==> src/rtl/hsem_pkg.sv <==
package hsem_pkg;
  typedef enum logic [1:0] {
    RGN_NONE = 2'd0,
    RGN_MODE = 2'd1,
    RGN_FLAG = 2'd2,
    RGN_SEM  = 2'd3
  } hsem_rgn_e;
endpackage

==> src/rtl/hsem_decode.sv <==
module hsem_decode
  import hsem_pkg::*;
#(
  parameter int ADDR_W   = 8,
  parameter int NUM_SEM  = 32,
  parameter int SEM_BASE = 8,
  parameter int MODE_OFS = 0,
  parameter int FLAG_OFS = 144,
  localparam int IDX_W   = $clog2(NUM_SEM)
) (
  input  logic [ADDR_W-1:0] addr,
  output hsem_rgn_e         rgn,
  output logic [IDX_W-1:0]  idx
);
  localparam logic [ADDR_W-1:0] BASE_A = ADDR_W'(SEM_BASE);
  localparam logic [ADDR_W-1:0] END_A  = ADDR_W'(SEM_BASE + 4 * NUM_SEM);
  logic [ADDR_W-1:0] off;

  always_comb begin
    off = addr - BASE_A;
    idx = off[IDX_W+1:2];
    if (addr[1:0] != 2'b00)                  rgn = RGN_NONE;
    else if (addr == ADDR_W'(MODE_OFS))      rgn = RGN_MODE;
    else if (addr == ADDR_W'(FLAG_OFS))      rgn = RGN_FLAG;
    else if (addr >= BASE_A && addr < END_A) rgn = RGN_SEM;
    else                                     rgn = RGN_NONE;
  end
endmodule

==> src/rtl/hsem_owners.sv <==
module hsem_owners #(
  parameter int NUM_SEM = 32,
  parameter int ID_W    = 4,
  localparam int IDX_W  = $clog2(NUM_SEM)
) (
  input  logic             clk,
  input  logic             rst,
  input  logic             wr_sem,
  input  logic [IDX_W-1:0] idx,
  input  logic [ID_W-1:0]  wid,
  output logic [ID_W-1:0]  cur_owner,
  output logic             rel_pulse,
  output logic [ID_W-1:0]  rel_id
);
  logic [ID_W-1:0] own_q [NUM_SEM];
  logic [NUM_SEM-1:0] hit;

  genvar g;
  generate
    for (g = 0; g < NUM_SEM; g++) begin : g_hit
      assign hit[g] = wr_sem && (idx == IDX_W'(g));
    end
  endgenerate

  always_ff @(posedge clk) begin
    if (rst) begin
      for (int i = 0; i < NUM_SEM; i++) own_q[i] <= '0;
    end else begin
      for (int i = 0; i < NUM_SEM; i++) begin
        if (hit[i]) begin
          if (wid == '0)             own_q[i] <= '0;
          else if (own_q[i] == '0)   own_q[i] <= wid;
        end
      end
    end
  end

  always_comb begin
    cur_owner = own_q[idx];
    rel_id    = own_q[idx];
    rel_pulse = wr_sem && (wid == '0) && (own_q[idx] != '0);
  end

  generate
    for (g = 0; g < NUM_SEM; g++) begin : g_chk
      p_claim_free_r2: assert property (@(posedge clk) disable iff (rst)
        (hit[g] && wid != '0 && own_q[g] == '0) |=> own_q[g] == $past(wid));
      p_keep_owner_r3: assert property (@(posedge clk) disable iff (rst)
        (own_q[g] != '0 && !(hit[g] && wid == '0)) |=> $stable(own_q[g]));
      p_release_r4: assert property (@(posedge clk) disable iff (rst)
        (hit[g] && wid == '0) |=> own_q[g] == '0);
    end
  endgenerate
endmodule

==> src/rtl/hsem_bank.sv <==
module hsem_bank
  import hsem_pkg::*;
#(
  parameter int ADDR_W   = 8,
  parameter int DATA_W   = 32,
  parameter int NUM_SEM  = 32,
  parameter int ID_W     = 4,
  parameter int SEM_BASE = 8,
  parameter int MODE_OFS = 0,
  parameter int FLAG_OFS = 144
) (
  input  logic              clk,
  input  logic              rst,
  input  logic [ADDR_W-1:0] addr,
  input  logic              wr_en,
  input  logic [DATA_W-1:0] wdata,
  input  logic              rd_en,
  output logic [DATA_W-1:0] rdata
);
  localparam int IDX_W  = $clog2(NUM_SEM);
  localparam int FLAG_W = 1 << ID_W;

  hsem_rgn_e        rgn;
  logic [IDX_W-1:0] idx;
  logic [ID_W-1:0]  cur_owner, rel_id;
  logic             rel_pulse;
  logic             mode_q;
  logic [FLAG_W-1:0] flags_q, flags_d;
  logic [DATA_W-1:0] rd_val, rdata_q;

  hsem_decode #(
    .ADDR_W(ADDR_W), .NUM_SEM(NUM_SEM), .SEM_BASE(SEM_BASE),
    .MODE_OFS(MODE_OFS), .FLAG_OFS(FLAG_OFS)
  ) u_dec (
    .addr(addr), .rgn(rgn), .idx(idx)
  );

  hsem_owners #(.NUM_SEM(NUM_SEM), .ID_W(ID_W)) u_own (
    .clk(clk), .rst(rst),
    .wr_sem(wr_en && rgn == RGN_SEM),
    .idx(idx), .wid(wdata[ID_W-1:0]),
    .cur_owner(cur_owner), .rel_pulse(rel_pulse), .rel_id(rel_id)
  );

  always_comb begin
    flags_d = flags_q;
    if (wr_en && rgn == RGN_FLAG) flags_d = flags_q & ~wdata[FLAG_W-1:0];
    if (mode_q && rel_pulse)      flags_d[rel_id] = 1'b1;
  end

  always_comb begin
    rd_val = '0;
    case (rgn)
      RGN_MODE: rd_val[0] = mode_q;
      RGN_FLAG: rd_val[FLAG_W-1:0] = flags_q;
      RGN_SEM:  rd_val[ID_W-1:0] = cur_owner;
      default:  rd_val = '0;
    endcase
  end

  always_ff @(posedge clk) begin
    if (rst) begin
      mode_q  <= 1'b0;
      flags_q <= '0;
      rdata_q <= '0;
    end else begin
      if (wr_en && rgn == RGN_MODE) mode_q <= wdata[0];
      flags_q <= flags_d;
      rdata_q <= rd_en ? rd_val : '0;
    end
  end

  assign rdata = rdata_q;

  p_quiet_flags_r8: assert property (@(posedge clk) disable iff (rst)
    (!mode_q) |=> ((flags_q & ~$past(flags_q)) == '0));
  p_unmapped_zero_r10: assert property (@(posedge clk) disable iff (rst)
    (rd_en && rgn == RGN_NONE) |=> rdata == '0);
  p_upper_zero_r5: assert property (@(posedge clk) disable iff (rst)
    (rd_en && rgn == RGN_SEM) |=> rdata[DATA_W-1:ID_W] == '0);
  p_idle_zero_r11: assert property (@(posedge clk) disable iff (rst)
    (!rd_en) |=> rdata == '0);
endmodule

==> config.mk <==
export PLATFORM = sky130hd
export DESIGN_NAME = hsem_bank
export DESIGN_NICKNAME = d
export VERILOG_FILES = /design/src/rtl/hsem_pkg.sv /design/src/rtl/hsem_decode.sv /design/src/rtl/hsem_owners.sv /design/src/rtl/hsem_bank.sv
export SDC_FILE = /design/constraint.sdc
export NUM_CORES = 1
export LEC_CHECK = 0
export BUFFER_PORTS_ARGS = -buffer_cell sky130_fd_sc_hd__buf_2
export CAP_MARGIN = 20
export CORE_AREA = 4 4 107 185
export CTS_BUF_LIST = sky130_fd_sc_hd__clkbuf_4 sky130_fd_sc_hd__clkbuf_8
export DETAILED_ROUTE_END_ITERATION = 10
export DIE_AREA = 0 0 111 189
export GPL_TIMING_DRIVEN = 0
export HOLD_SLACK_MARGIN = 0.05
export PLACE_DENSITY = 0.59
export SKIP_CTS_REPAIR_TIMING = 1
export SLEW_MARGIN = 20
export SYNTH_ARGS = -nofsm -noshare
export SYNTH_HDL_FRONTEND = slang
export SYNTH_SLANG_ARGS = --single-unit
==> constraint.sdc <==
create_clock -name clk -period 3.9 [get_ports clk]
set_input_delay 0.39 -clock clk [delete_from_list [all_inputs] [get_ports clk]]
set_output_delay 0.39 -clock clk [all_outputs]
set_load 0.01 [all_outputs]
; Yosys cells after proc, flatten, opt, wreduce, memory -nomap -nowiden
; Memory sizes are Yosys's and may differ from the RTL's.
; Index checks and enable logic that the tools add are counted.
[word_totals]
romBits = 0
n_memories = 1
output_inout_bits = 32
mem_bits_rw = 128
regBits = 49
latchBits = 0
[op_classes]
order_cmp = 4
mux = 333
bitwise = 69
mul = 0
eq_ne = 35
n_div = 0
n_addsub = 1
reduce_logical = 79
shifts = 0
[mem_list]
columns = memory, words, word_bits, rd, rd_clocked_by_memory_dff, wr, line
row1 = u_own.own_q, 32, 4, 33, 0, 32, hsem_owners.sv:15  ; logic [ID_W-1:0] own_q [NUM_SEM];
[ops]
columns = operator, count
row1 = $mux 1, 260
row2 = $mux 4, 64
row3 = $logic_not 4->1, 33
row4 = $eq 5x5->1 const B, 16
row5 = $or 1x1->1, 64
row6 = $eq 5x4->1 const B, 8
row7 = $logic_and 1x1->1, 40
row8 = $mux 16, 2
row9 = $eq 5x3->1 const B, 4
row10 = $and 16x16->16, 1
row11 = $not 16->16, 1
row12 = $or 16x16->16, 1
row13 = $eq 5x2->1 const B, 2
row14 = $eq 8x8->1 const B, 1
row15 = $ge 8x4->1 const B, 1
row16 = $logic_not 8->1, 1
row17 = $lt 8x8->1 const B, 1
row18 = $mux 2, 4
row19 = $sub 7x4->7 const B, 1
row20 = $pmux 3 s2, 1
row21 = $eq 5x1->1 const B, 1
row22 = $logic_not 5->1, 1
row23 = $lt 4x5->1 const B, 1
row24 = $demux 1 s4, 1
row25 = 9 further kinds, 11

; Longest topological paths before layout
; Gate-level depths: netlist (run 1).
[logic_depth]
ltp_word = 14
ltp_mapped = 13
depth_no_buf = 8

; Cells and area by module
; From an unflattened synthesis (run 1), not the netlist that was laid out.
[unflattened]
cells_unflattened = 713
hier_area_um2 = 8675.8
[modules_own_cells]
columns = mod, seq_area_each_um2, n_inst, cells_each, area_per_inst_um2
row1 = hsem_owners, 3843.7, 1, 555, 7109.3
row2 = hsem_bank, 660.6, 1, 143, 1456.4
row3 = hsem_decode, 0.0, 1, 15, 110.1

; Least setup slack after synthesis (run 1)
; Ideal clock, no wire load.
[synth_path]
path_type = input to register
start = in addr[3]
end = mem u_own.own_q[24][0] (enable)
required_ps = 3521
arrival_ps = 2939
path_slack_ps = 582
stages = 10
path_cell_list = buf_2 buf_4 buf_2 buf_2 inv_1 ha_1 xor2_2 buf_2 nand2_1 o41ai_1
[synth_rtl]
columns = element, line
row1 = from (decl), hsem_bank.sv:14  ; input logic [ADDR_W-1:0] addr,
row2 = to (decl), hsem_owners.sv:15

; Final worst setup path (run 1)
[layout_path]
start = in addr[3]
end = reg flags_q[5]
[layout_via]
elab_chain_cells = 12
[layout_lines]
columns = element, line
row1 = "parallel branches: the longest is 11 deep, another holds $sub 7x4->7", n/a
row2 = $mux 16 (*), hsem_bank.sv:48  ; if (mode_q && rel_pulse) flags_d[rel_id] = 1'b1;
row3 = to (signal assigned), hsem_bank.sv:68  ; flags_q <= flags_d;
row4 = to (decl), hsem_bank.sv:28  ; logic [FLAG_W-1:0] flags_q, flags_d;
; Every way passes the cells marked *.
; A chain may end at the register's enable or synchronous reset.

==> results.md, run 1 <==
Logic synthesis:
- Synthesis produced a netlist whose cell count is 702.
- The post-synthesis instance area is 0.00811 mm2.
- In the synthesized netlist the async set-or-reset flop fraction comes to 0%.
- The predominant post-synthesis flop cell is edfxtp_1.
- Sequential cells were found to cover 55.5% of the synthesized design area.
- The count of unique library cells instantiated by Yosys is 52.
- Counting flops with a built-in enable in the synthesized netlist gives 128.
- The flip-flop and latch count after synthesis is 161.
- The number of warnings printed during yosys synthesis is 0.
- The mean instance size in the synthesized netlist is 11.6 um2.

Layout:
- The synthesis-to-finish area growth is 12.8%.
- The fraction of final layout cells sized beyond drive strength 1 is 18.2%.
- The library cell used most frequently in the layout, excluding fill and tap cells, is edfxtp_1.
- The register cell area after layout is 0.00450 mm2.
- In the final design database the tool counted 825 nets.
- The total inserted antenna cells is 0.
- The multi-input gate area in the final layout is 0.00334 mm2.
- After filler insertion, the fill cell instance count of the layout stands at 1628.
- In the layout the commonest cells are edfxtp_1 (128), nor2_1 (118), nand2_1 (73).
- The cell area after layout is 0.00915 mm2.

Power:
- The design draws 3.67 mW.
- The leakage power is 3.27 nW.
- The power density relative to cell area is 401 mW/mm2.
- In this run, the combinational gates consume 12.0% of the power.
- The switching share of total power is 28.1%.
- The total internal power is 2.64 mW.
- The analysis attributes to net switching a power of 1.03 mW.
- Sequential cells burn 52.5% of the power.
- Of the total power, the clock network draws 35.5%.
- The largest vdd supply drop is 0.211 mV.

Place:
- Port buffering added 39 buffers.
- The placed instances occupy a cell area of 0.00866 mm2.
- Detailed placement ended at an HPWL of 20900 um.
- Prior to clock tree synthesis, the placed netlist has a worst setup slack of -1.01 ns.
- Routability-driven placement finished with a final weighted congestion of 0.964.

STA:
- The number of setup violations in the final report is 0.
- The count of endpoints failing hold in the final timing report was 0.
- The worst relative slew slack is 36.3%.
- The worst clock skew on the final layout is 0.0144 ns.
- The final setup slack of the worst path is 0.0582 ns.
- The final number of max-transition violations was 0.
- At the pin with the least slew margin, the transition time is 0.947 ns.
- Counting I/O delays and the setup requirement, the final critical path takes 3.84 ns.
- The ratio of final minimum period to clock period is 98.5%.
- The maximum clock rate is 0.260 GHz.
- The final hold slack is 0.134 ns.

Global routing:
- The total congestion overflow is 0.
- The initial antenna violation count is 0.
- The number of global-route vias before repair came to 6456.
- Entering global routing, the biggest net connects 17 pins.
- The first global-routing pass estimated 39400 um of wire.
- Across every metal layer, demand over resource in global routing totals 25.8%.

Routing:
- In the routed design, unresolved DRC markers number 0.
- After the first detailed-routing iteration, the DRC count stood at 628.
- In the final routed layout, each cell accounts on average for 26.2 um.
- The total wire length after detailed routing is 27000 um.
- The via density per instance is 6.27.
- Summing over every cut layer, the via total after detailed routing is 6463.
- The detail route stage leaves a number of antenna-violating nets equal to 0.
- The first-pass iteration count of the detailed router is 6.

CTS:
- The source-to-sink clock delay at the later pin of the worst-skew pair is 0.48 ns.
- Clock-pin slew was measured on the worst setup and hold paths at 0.10 ns.
- The buffer depth of the longest clock path is 2.
- The number of clock buffers added by TritonCTS is 17.
- The number of levels in the clock H-tree is 4.
- The clock net in this run drives a total of 161 sinks.
- The CTS tree is built.
- CTS placed an instance of clkbuf_8 at the clock tree root.

Die:
- For this configuration, the core starts out at a cell density of 44.0%.
- The total area inside the core boundary comes to 0.0184 mm2.
- The die is 189 um tall.
- The die is 111 um wide.
- The row count is 66.
- The area of the die is 0.0210 mm2.
- During I/O placement, the number of pins put on the boundary was 76.

Worst setup path:
- At the worst endpoint, the required time is 4.32 ns.
- Traced cell by cell, the critical path runs through buf_2, buf_4, buf_2, buf_2, inv_1, ha_1, xor2_4, buf_2, mux2i_1, a32oi_1, nand2_2, nor4b_4, a32o_1.
- The critical path's top delay family is buffers and inverters.
- Data on the critical path arrives at its endpoint at 4.26 ns.
- The worst-path cell with the longest stage delay is nor4b_4.
- Of all nets on the critical path, the largest fanout is 10.
- The type of origin of the critical path is a primary input.
- The number of buffers and inverters on the critical path is 6.
- The worst setup path is captured at a flop.
- The critical path class is primary input to flop.
- In this design, the stage delay of the slowest critical-path cell is 0.48 ns.
- The cell repeated most along the worst path is buf_2.

Hold path:
- The type of the most critical hold path is primary input to flop.

Flow run:
- Across the run, the number of max-cap violations was 0.

Run status:
- The run finished with clean final reports.
-- cells by family after synthesis --
kind of cell / Yosys count / synth area share (%)
AND/OR/NAND/NOR: 313 / 18.4
other: 1 / 0.0462
AO/OA/AOI/OAI: 115 / 9.75
flip-flops: 161 / 55.5
multiplexers: 41 / 11.2
XOR/XNOR: 3 / 0.417
adder cells (fa/ha/maj): 1 / 0.154
buffers and inverters: 67 / 4.46
-- metal layers --
metal,track usage [%],vias to the layer above,share of wire [%]
met3,5.37,125,6.7
met5,0,-,0
met2,47.1,399,53
li1,-,2786,-
met1,25.1,3153,32
met4,19.4,0,8.7
-- final cells by class --
cell class | count | area share, %
inverter | 15 | 0.615
clock buffer | 18 | 2.64
multi-input combinational | 489 | 36.5
buffer | 51 | 3.31
timing repair buffer | 45 | 2.63
sequential | 161 | 49.2
clock inverter | 14 | 1.82
tap | 238 | 3.25
-- sequential cells by signal (all words and copies together) (netlist names) --
signal	cells
u_own.own_q	128
flags_q	16
rdata	16
mode_q	1
-- cells in the mapped netlist, types with 2 or more instances --
cell | n | share of area [%]
clkbuf_1 | 22 | 1.0
buf_4 | 18 | 1.7
nand3b_1 | 2 | 0.19
xnor2_1 | 2 | 0.22
nand2_1 | 74 | 3.4
o21ai_0 | 46 | 2.8
buf_2 | 9 | 0.56
o211ai_1 | 9 | 0.83
or3_1 | 5 | 0.39
mux4_1 | 13 | 4.2
o41ai_1 | 10 | 1.1
nor3_1 | 10 | 0.62
a32oi_1 | 2 | 0.22
dfxtp_1 | 33 | 8.1
nand3_1 | 5 | 0.31
edfxtp_1 | 128 | 47
a21oi_1 | 9 | 0.56
and3_1 | 7 | 0.54
mux2i_1 | 5 | 0.62
buf_6 | 2 | 0.28
o21ai_1 | 5 | 0.31
nor4_1 | 33 | 2.5
mux4_2 | 23 | 6.4
and2_1 | 44 | 3.4
a21o_1 | 2 | 0.19
inv_1 | 15 | 0.69
a32o_1 | 4 | 0.49
nor2_1 | 118 | 5.5
o41ai_2 | 2 | 0.40
o311ai_0 | 8 | 0.86
a41o_1 | 3 | 0.37
or4_1 | 5 | 0.46
nand4_1 | 3 | 0.23
o31ai_1 | 6 | 0.56
o21a_1 | 3 | 0.28
-- path summary, 6_finish.rpt --
kind                                end  slack, ns  cells past startpoint                       startpoint
setup / recovery  flags_q[5]$_SDFF_PP0_       0.06                     13                          addr[3]
hold / removal      mode_q$_SDFFE_PP0P_       0.13                      2                              rst
setup reg to reg  flags_q[4]$_SDFF_PP0_       1.29                      5  u_own.own_q[6][1]$_SDFFCE_PN0P_
hold reg to reg   flags_q[0]$_SDFF_PP0_       0.44                      2            flags_q[0]$_SDFF_PP0_
-- power by group through the flow --
stage	combinational, mW	clock (mW)	sequential [mW]
4_1_cts	0.416	1.31	1.92
3_5_place_dp	0.415	0	1.96
2_1_floorplan	0.266	0	1.94
5_1_grt	0.460	1.39	1.93
3_3_place_gp	0.410	0	1.96
6_report	0.440	1.30	1.92
-- per-stage QoR --
| stage | setup TNS [ns] | cells | util, % |
|---|---|---|---|
| 6_report | 0 | 1031 | 49.7 |
| 5_1_grt | -0.00567 | 1031 | 49.7 |
| 3_5_place_dp | -65.40 | 994 | 47.0 |
| 3_3_place_gp | -59.56 | 994 | 47.0 |
| 4_1_cts | -7.02 | 1026 | 49.2 |
| 2_1_floorplan | 0 | 717 | - |
-- worst reg2reg max path: stages (launching register included) --
cell and delay (ns):
edfxtp_1 0.42, mux4_1 0.57, mux4_2 0.58, nand2b_4 0.18, o21ai_0 0.56, a41o_1 0.25
Note: power is estimated with default switching activity, not from simulation.
==> run 2, diff against run 1 <==
--- a/config.mk
+++ b/config.mk
@@ -7,10 +7,10 @@
 export LEC_CHECK = 0
 export BUFFER_PORTS_ARGS = -buffer_cell sky130_fd_sc_hd__buf_2
 export CAP_MARGIN = 20
-export CORE_AREA = 4 4 107 185
+export CORE_AREA = 4 4 110 191
 export CTS_BUF_LIST = sky130_fd_sc_hd__clkbuf_4 sky130_fd_sc_hd__clkbuf_8
 export DETAILED_ROUTE_END_ITERATION = 10
-export DIE_AREA = 0 0 111 189
+export DIE_AREA = 0 0 114 195
 export GPL_TIMING_DRIVEN = 0
 export HOLD_SLACK_MARGIN = 0.05
 export PLACE_DENSITY = 0.59
@@ -18,4 +18,5 @@
 export SLEW_MARGIN = 20
 export SYNTH_ARGS = -nofsm -noshare
 export SYNTH_HDL_FRONTEND = slang
+export SYNTH_HIERARCHICAL = 1
 export SYNTH_SLANG_ARGS = --single-unit
==> run 2 against run 1 <==
Against the previous run:
- power decreased by 0.74%
- first-iteration DRC count fell by 4.6%
- clock power shrank 3%
- via count increased by 1.6%
- global-route usage decreased by 2.0 points
- critical path depth fell by 3
- non-clock buffer count up 18
- worst setup slack better by 0.056 ns
- die area rose by 6.0%
- clock skew fell by 0.0063 ns
- synthesized area is 7.0% higher
- sequential share of layout area decreased by 2.6 points
==> results.md, run 2 <==
Run status:
- The run finished with clean final reports.

Global routing:
- The number of global-route vias before repair is 6883 (+6.6%).
- The pin count of the biggest net entering global routing is 17 (unchanged).
- The total congestion overflow is 0 (unchanged).
- The global-route wire length before repair was 39600 um (+0.39%).
- The initial antenna violation count is 0 (unchanged).
- The global-route usage over all layers is 23.8% (-2.0 points).

STA:
- The number of setup violations in the final report is 0 (unchanged).
- The final hold slack is 0.300 ns (+0.166 ns).
- The maximum clock rate is 0.264 GHz (+1.5%).
- Setup repair after global routing left no endpoint under its margin.
- The worst relative slew slack came to 39.4% (+3.1 points).
- The final setup slack of the worst path is 0.114 ns (+0.0561 ns).
- The final number of max-transition violations is 0 (unchanged).
- The shortest clock period the worst path allows after layout came to 3.79 ns (-0.0561 ns).
- The worst clock skew on the final layout is 0.00802 ns (-0.00634 ns).
- The count of endpoints failing hold in the final timing report is 0 (unchanged).
- The slew of the pin with the lowest slew margin came to 0.901 ns (-0.0462 ns).
- The ratio of final minimum period to clock period is 97.1% (-1.4 points).

Worst setup path:
- The reg-to-reg setup timing slack is 1.16 ns (-0.13 ns).
- The source of the worst register-to-register timing path is u_own/own_q[21][0]$_SDFFCE_PP0P_.
- The critical path endpoint category is a flop.
- The worst register-to-register path ends at flags_q[10]$_SDFF_PP0_.
- The type of origin of the critical path is a primary input.
- The cell depth of the worst flop-to-flop path came to 8 (+3).
- The maximum net fanout on the critical path came to 10 (unchanged).
- The critical path in this run is classified as primary input to flop.
- The critical path data arrival time is 4.12 ns (-0.14 ns).
- The data required time at the worst endpoint is 4.23 ns (-0.09 ns).

Routing:
- The via density per instance is 6.27 (about the same).
- The wire length per cell after detailed routing is 24.8 um (-5.5%).
- The amount of wire on met2 after detailed routing is 13400 um (-6.1%).
- The highest signal layer in the routed design is met4.
- The remaining antenna violation count is 0 (unchanged).
- The via count came to 6568 (+1.6%).
- The total wire length after detailed routing is 26000 um (-3.9%).
- The remaining design rule violation count came to 0 (unchanged).
- The first-pass iteration count of the detailed router is 5 (-1).
- The routed length on met3 is 1500 um (-17%).
- The number of DRC violations after detailed-routing iteration 0 came to 599 (-4.6%).
- The routed length on met1 was 8970 um (+4.7%).

Power:
- The share of power burned in registers is 53.2% (+0.7 points).
- The total internal power is 2.75 mW (+4.4%).
- The leakage power is 3.73 nW (+14%).
- The largest vdd supply drop is 0.191 mV (-9.7%).
- The share of power burned in the clock network is 34.6% (-0.9 points).
- The share of total power in combinational logic is 12.2% (+0.2 points).
- The switching share of total power came to 24.3% (-3.7 points).
- The power density relative to cell area is 376 mW/mm2 (-6.0%).
- The net switching power was 0.885 mW (-14%).

CTS:
- The root buffer selected by CTS is clkbuf_8.
- The number of levels in the clock H-tree is 4 (unchanged).
- TritonCTS built the clock tree.
- The buffer depth of the longest clock path is 2 (unchanged).
- The total clock buffers created by CTS is 17 (unchanged).
- The clock transition time at the flip-flop clock pins of the worst setup and hold paths is 0.08 ns (-0.02 ns).
- The clock sink count is 161 (unchanged).
- The source-to-sink clock delay at the later pin of the worst-skew pair is 0.46 ns (-0.02 ns).

Layout:
- The count of non-filler cells in the finished layout is 1048 (+1.6%).
- The cell area after layout is 0.00967 mm2 (+5.6%).
- The commonest non-fill, non-tap cell in the layout is and2_1.
- The total inserted antenna cells is 0 (unchanged).
- The fraction of final layout cells sized beyond drive strength 1 came to 22.8% (+4.6 points).
- The top cell types in the final layout, fill and taps aside, are and2_1 (135), edfxtp_1 (128), buf_2 (60).
- The number of flip-flops in the largest register is 128 (unchanged).
- The number of fill cells in the layout is 1770 (+8.7%).
- Counting flops per register, the top entry is u_own/own_q.
- The number of nets in the layout was 835 (+1.2%).
- Compared with the post-synthesis result, the final layout area differs by 11.4%.

Hold path:
- The worst hold path startpoint is wdata[14].
- The path with the worst hold slack has its endpoint at flags_q[14]$_SDFF_PP0_.
- The depth of the worst hold-timing path is 3 (+1).
- The path class of the tightest hold or removal check is primary input to flop.

Place:
- The final weighted congestion in routability-driven placement is 0.964 (about the same).
- The cell area after placement came to 0.00925 mm2 (+6.8%).
- The number of placed instances with taps included came to 1016 (+2.2%).
- The worst slack after detailed placement was -0.288 ns (+0.718 ns).
- The number of I/O port buffers was 43 (+10%).
- The half-perimeter wire length after detailed placement is 19700 um (-5.6%).

Flow run:
- The reported max-cap violation count is 0 (unchanged).

Logic synthesis:
- The proportion of synthesized chip area in sequential cells is 51.9% (-3.6 points).
- The count of unique library cells instantiated by Yosys was 62 (+19%).
- The number of enable flip-flop cells after synthesis was 128 (unchanged).
- The flip-flop and latch count after synthesis is 161 (unchanged).
- The mean instance size in the synthesized netlist is 12.2 um2 (+5.3%).
- The gate count after technology mapping is 713 (+1.6%).
- Ranked by total cell area, the synthesized netlist is headed by edfxtp_1 (44%), and2_1 (9.7%), dfxtp_1 (7.6%), mux4_2 (4.7%), o41ai_1 (2.9%).
- In the synthesized netlist, the cells that appear most often are and2_1 (135), edfxtp_1 (128), nor4_1 (34), dfxtp_1 (33), o41ai_1 (29).
- The share of flip-flops with an asynchronous set or reset after synthesis is 0% (unchanged).
- The most used flip-flop cell after synthesis is edfxtp_1.
- The share of Yosys cell area claimed by the top area cell type is 44.3% (-3.1 points).
- The most area-hungry cell type in the Yosys netlist is edfxtp_1.
- Yosys instantiated no cell more often than and2_1.
- The post-synthesis instance area came to 0.00868 mm2 (+7.0%).
- The number of warnings printed during yosys synthesis is 6 (+6).

Die:
- The starting density of the core is 44.3% (+0.29 points).
- The die width is 114 um (+2.7%).
- The row count was 68 (+3.0%).
- The area inside the core boundary was 0.0196 mm2 (+6.3%).
- The vertical die dimension came to 195 um (+3.2%).
- The area of the die was 0.0222 mm2 (+6.0%).
- The number of ports placed on the die boundary is 76 (unchanged).
run 2: how the worst max path moves through the flow:
stage | start | to | slack [ns] | cells after the start
finish | addr[3] | u_own/own_q[0][3]$_SDFFCE_PN0P_ | 0.11 | 10
floorplan | addr[3] | u_own/own_q[0][0]$_SDFFCE_PN0P_ | 0.78 | 8
detailed placement | addr[3] | u_own/own_q[3][3]$_SDFFCE_PN0P_ | -0.29 | 10
global route | addr[3] | u_own/own_q[3][3]$_SDFFCE_PN0P_ | 0.01 | 10
CTS | addr[3] | u_own/own_q[0][2]$_SDFFCE_PN0P_ | 0.20 | 10
global placement | addr[3] | u_own/own_q[3][2]$_SDFFCE_PN0P_ | -0.25 | 10
run 2: power by group through the flow:
| stage | sequential (mW) | combinational (mW) | clock, mW |
|---|---|---|---|
| 6_report | 1.94 | 0.443 | 1.26 |
| 5_1_grt | 1.94 | 0.467 | 1.36 |
| 4_1_cts | 1.93 | 0.437 | 1.29 |
| 3_5_place_dp | 1.97 | 0.436 | 0 |
| 3_3_place_gp | 1.97 | 0.430 | 0 |
| 2_1_floorplan | 1.95 | 0.293 | 0 |
run 2: worst max-delay path: stages:
cell	delay (ns)
buf_2	0.12
or4_4	0.56
a2111oi_2	0.73
buf_4	0.32
and3_1	0.38
nand2b_1	0.10
clkbuf_1	0.24
nor4_1	0.80
and3_1	0.33
and2_1	0.15
run 2: area by class of cell:
class | count | area (um2) | area share (%)
inverter | 20 | 75.1 | 0.777
tap | 245 | 307 | 3.17
timing repair buffer | 43 | 215 | 2.23
clock inverter | 8 | 114 | 1.18
buffer | 71 | 409 | 4.23
clock buffer | 24 | 293 | 3.03
sequential | 161 | 4500 | 46.6
multi-input combinational | 476 | 3750 | 38.8
run 2: kinds of logic after synthesis:
| logic type | synth area share (%) |
|---|---|
| AND/OR/NAND/NOR | 22.1 |
| flip-flops | 51.9 |
| AO/OA/AOI/OAI | 10.6 |
| buffers and inverters | 5.58 |
| multiplexers | 9.46 |
| adder cells (fa/ha/maj) | 0.144 |
| other | 0.0432 |
| XOR/XNOR | 0.101 |
run 2: metrics by stage:
stage | power [mW] | TNS (ns) | util, %
2_1_floorplan | 2.25 | 0 | -
3_3_place_gp | 2.40 | -12.53 | 47.3
3_5_place_dp | 2.41 | -16.88 | 47.3
4_1_cts | 3.66 | 0 | 49.4
5_1_grt | 3.77 | 0 | 49.4
6_report | 3.64 | 0 | 49.4
run 2: routing by layer:
metal / global-route usage (%) / vias to the layer above
li1: - / 2909
met1: 25.1 / 3208
met2: 41.6 / 331
met3: 4.81 / 120
met4: 16.5 / 0
met5: 0 / -
==> run 3, diff against run 2 <==
--- a/config.mk
+++ b/config.mk
@@ -8,7 +8,7 @@
 export BUFFER_PORTS_ARGS = -buffer_cell sky130_fd_sc_hd__buf_2
 export CAP_MARGIN = 20
 export CORE_AREA = 4 4 110 191
-export CTS_BUF_LIST = sky130_fd_sc_hd__clkbuf_4 sky130_fd_sc_hd__clkbuf_8
+export CTS_BUF_LIST = sky130_fd_sc_hd__clkbuf_8
 export DETAILED_ROUTE_END_ITERATION = 10
 export DIE_AREA = 0 0 114 195
 export GPL_TIMING_DRIVEN = 0
==> run 3 against run 2 <==
Against the previous run:
- clock-buffer cell count is 6 lower
- highest routed layer unchanged
- largest power group unchanged
- clock skew is 0.00082 ns higher
- worst hold slack better by 0.0031 ns
- critical path type unchanged
- critical path depth stayed put
==> results.md, run 3 (synthesized netlist as in run 2, its figures left out) <==
Routing:
- The routed length on met3 is 1820 um (+21%).
- The via count is 6569 (+0.015%).
- The remaining antenna violation count was 0 (unchanged).
- The via density per instance was 6.27 (about the same).
- The highest metal layer carrying signal wires in the routed design is met4.
- The remaining design rule violation count is 0 (unchanged).
- The number of DRC violations after detailed-routing iteration 0 is 528 (-12%).
- The routed length on met1 was 8640 um (-3.6%).
- The amount of wire on met2 after detailed routing is 13500 um (+0.25%).
- The total wire length after detailed routing is 26000 um (about the same).
- The wire length per cell after detailed routing is 24.8 um (about the same).
- The first-pass iteration count of the detailed router is 5 (unchanged).

Global routing:
- The global-route usage over all layers is 23.8% (about the same).
- The pin count of the biggest net entering global routing is 17 (unchanged).
- The total congestion overflow was 0 (unchanged).
- The initial antenna violation count is 0 (unchanged).
- The global-route wire length before repair was 39500 um (about the same).
- The number of global-route vias before repair was 6877 (-0.087%).

Worst setup path:
- The cell depth of the worst flop-to-flop path came to 8 (unchanged).
- The critical path class is primary input to flop.
- The combined buffer and inverter count along the critical path is 3 (unchanged).
- Grouping stages by cell kind, the critical path spends the most delay in simple AND/OR/NAND/NOR gates.
- STA classifies the critical path endpoint as a flop.
- The data required time at the worst endpoint came to 4.23 ns (about the same).
- The type of origin of the critical path is a primary input.
- The reg-to-reg setup timing slack came to 1.17 ns (about the same).
- The critical path data arrival time is 4.11 ns (about the same).
- The critical path goes through buf_2, or4_4, a2111oi_2, buf_4, and3_1, nand2b_1, clkbuf_1, nor4_1, and3_1, and2_1.
- Among the stages of the critical path, the cell type that occurs most often is and3_1.
- The source of the worst register-to-register timing path is u_own/own_q[21][0]$_SDFFCE_PP0P_.
- The maximum net fanout on the critical path came to 10 (unchanged).
- The largest incremental delay on the critical path is 0.81 ns (about the same).
- The worst-path cell with the longest stage delay is nor4_1.
- The capturing point of the worst reg2reg path is flags_q[10]$_SDFF_PP0_.
- Tracing the worst setup path back leads to its startpoint at addr[3].

Layout:
- The fraction of final layout cells sized beyond drive strength 1 came to 22.0% (-0.75 points).
- The multi-input gate area in the final layout was 0.00375 mm2 (unchanged).
- The register cell area after layout is 0.00450 mm2 (unchanged).
- The library cell used most frequently in the layout, excluding fill and tap cells, is and2_1.
- The synthesis-to-finish area growth is 11.1%.
- The number of flip-flops in the largest register is 128 (unchanged).
- The count of non-filler cells in the finished layout is 1048 (unchanged).
- The number of fill cells in the layout is 1774 (+0.23%).
- The total inserted antenna cells is 0 (unchanged).
- The cell area after layout is 0.00964 mm2 (-0.23%).
- The most flop-heavy register is u_own/own_q.
- The number of nets in the layout is 835 (unchanged).
- Leaving out fill and tap cells, the most frequent cells in the layout are and2_1 (135), edfxtp_1 (128), buf_2 (60).

STA:
- The final number of max-transition violations is 0 (unchanged).
- The shortest clock period the worst path allows after layout is 3.78 ns (-0.00169 ns).
- The worst clock skew on the final layout is 0.00884 ns (+0.000817 ns).
- The slew of the pin with the lowest slew margin is 0.928 ns (+0.0272 ns).
- The worst relative slew slack is 37.5% (-1.8 points).
- The ratio of final minimum period to clock period is 97.0% (about the same).
- The number of setup violations in the final report is 0 (unchanged).
- The final hold slack is 0.303 ns (+0.00307 ns).
- The maximum clock rate is 0.264 GHz (about the same).
- Setup repair after global routing left no endpoint under its margin.
- The count of endpoints failing hold in the final timing report is 0 (unchanged).

Power:
- The leakage power is 3.73 nW (+0.12%).
- The largest vdd supply drop is 0.189 mV (-0.66%).
- The power density relative to cell area is 371 mW/mm2 (-1.4%).
- The post-layout total power came to 3.58 mW (-1.6%).

Place:
- The final weighted congestion in routability-driven placement is 0.964 (unchanged).
- The cell area after placement came to 0.00925 mm2 (unchanged).
- The number of I/O port buffers was 43 (unchanged).
- The number of placed instances with taps included is 1016 (unchanged).
- The half-perimeter wire length after detailed placement is 19700 um (unchanged).

Flow run:
- The reported max-cap violation count was 0 (unchanged).

Die:
- The area of the die is 0.0222 mm2 (unchanged).
- The number of ports placed on the die boundary is 76 (unchanged).
- The area inside the core boundary is 0.0196 mm2 (unchanged).
- The die width was 114 um (unchanged).
- The starting density of the core is 44.3% (unchanged).
- The vertical die dimension came to 195 um (unchanged).
- The row count is 68 (unchanged).

CTS:
- The root buffer selected by CTS is clkbuf_8.
- The total clock buffers created by CTS is 17 (unchanged).
- The source-to-sink clock delay at the later pin of the worst-skew pair is 0.46 ns (about the same).
- The clock sink count is 161 (unchanged).
- TritonCTS built the clock tree.
- The clock transition time at the flip-flop clock pins of the worst setup and hold paths is 0.07 ns (about the same).
- The buffer depth of the longest clock path is 2 (unchanged).
- The number of levels in the clock H-tree is 4 (unchanged).

Hold path:
- In this run the most critical hold path is launched from wdata[5].
- The tightest min-delay check is of the primary input to flop type.
- The depth of the worst hold-timing path came to 3 (unchanged).
- The path with the worst hold slack has its endpoint at flags_q[5]$_SDFF_PP0_.

Run status:
- The flow ran to the end, and the final reports show no timing, DRC or antenna violations.
## run 3: worst min-delay path: stages
cell,delay [ns]
buf_2,0.07
and4b_1,0.18
o32ai_1,0.07
## run 3: power breakdown
part           internal [mW]  switching [mW]
clock                  0.628           0.571
combinational          0.175           0.268
sequential              1.89          0.0447
## run 3: routing by layer
layer	vias to the layer above	track usage [%]
met5	-	0
met4	0	16.5
met3	116	4.84
met2	337	41.7
met1	3204	25.0
li1	2912	-
## run 3: worst max path at each step
stage	to	slack, ns	cells past startpoint
after global routing	u_own/own_q[3][3]$_SDFFCE_PN0P_	0.01	10
after floorplan	u_own/own_q[0][0]$_SDFFCE_PN0P_	0.78	8
final	u_own/own_q[1][3]$_SDFFCE_PN0P_	0.12	10
after CTS	u_own/own_q[0][2]$_SDFFCE_PN0P_	0.20	10
after global placement	u_own/own_q[3][2]$_SDFFCE_PN0P_	-0.25	10
after detailed placement	u_own/own_q[3][3]$_SDFFCE_PN0P_	-0.29	10
## run 3: cell type report
cell class / count / area share, %
Sequential cell: 161 / 46.7
Multi-Input combinational cell: 476 / 38.9
Buffer: 71 / 4.24
Tap cell: 245 / 3.18
Clock buffer: 18 / 2.57
Timing Repair Buffer: 43 / 2.23
Clock inverter: 14 / 1.41
Inverter: 20 / 0.779
## run 3: per-stage QoR
step | setup TNS [ns] | utilization, % | setup slack (ns)
finish | 0 | 49.3 | 0.116
detailed placement | -16.88 | 47.3 | -0.288
global route | 0 | 49.3 | 0.0132
global placement | -12.53 | 47.3 | -0.249
CTS | 0 | 49.3 | 0.195
floorplan | 0 | - | 0.781
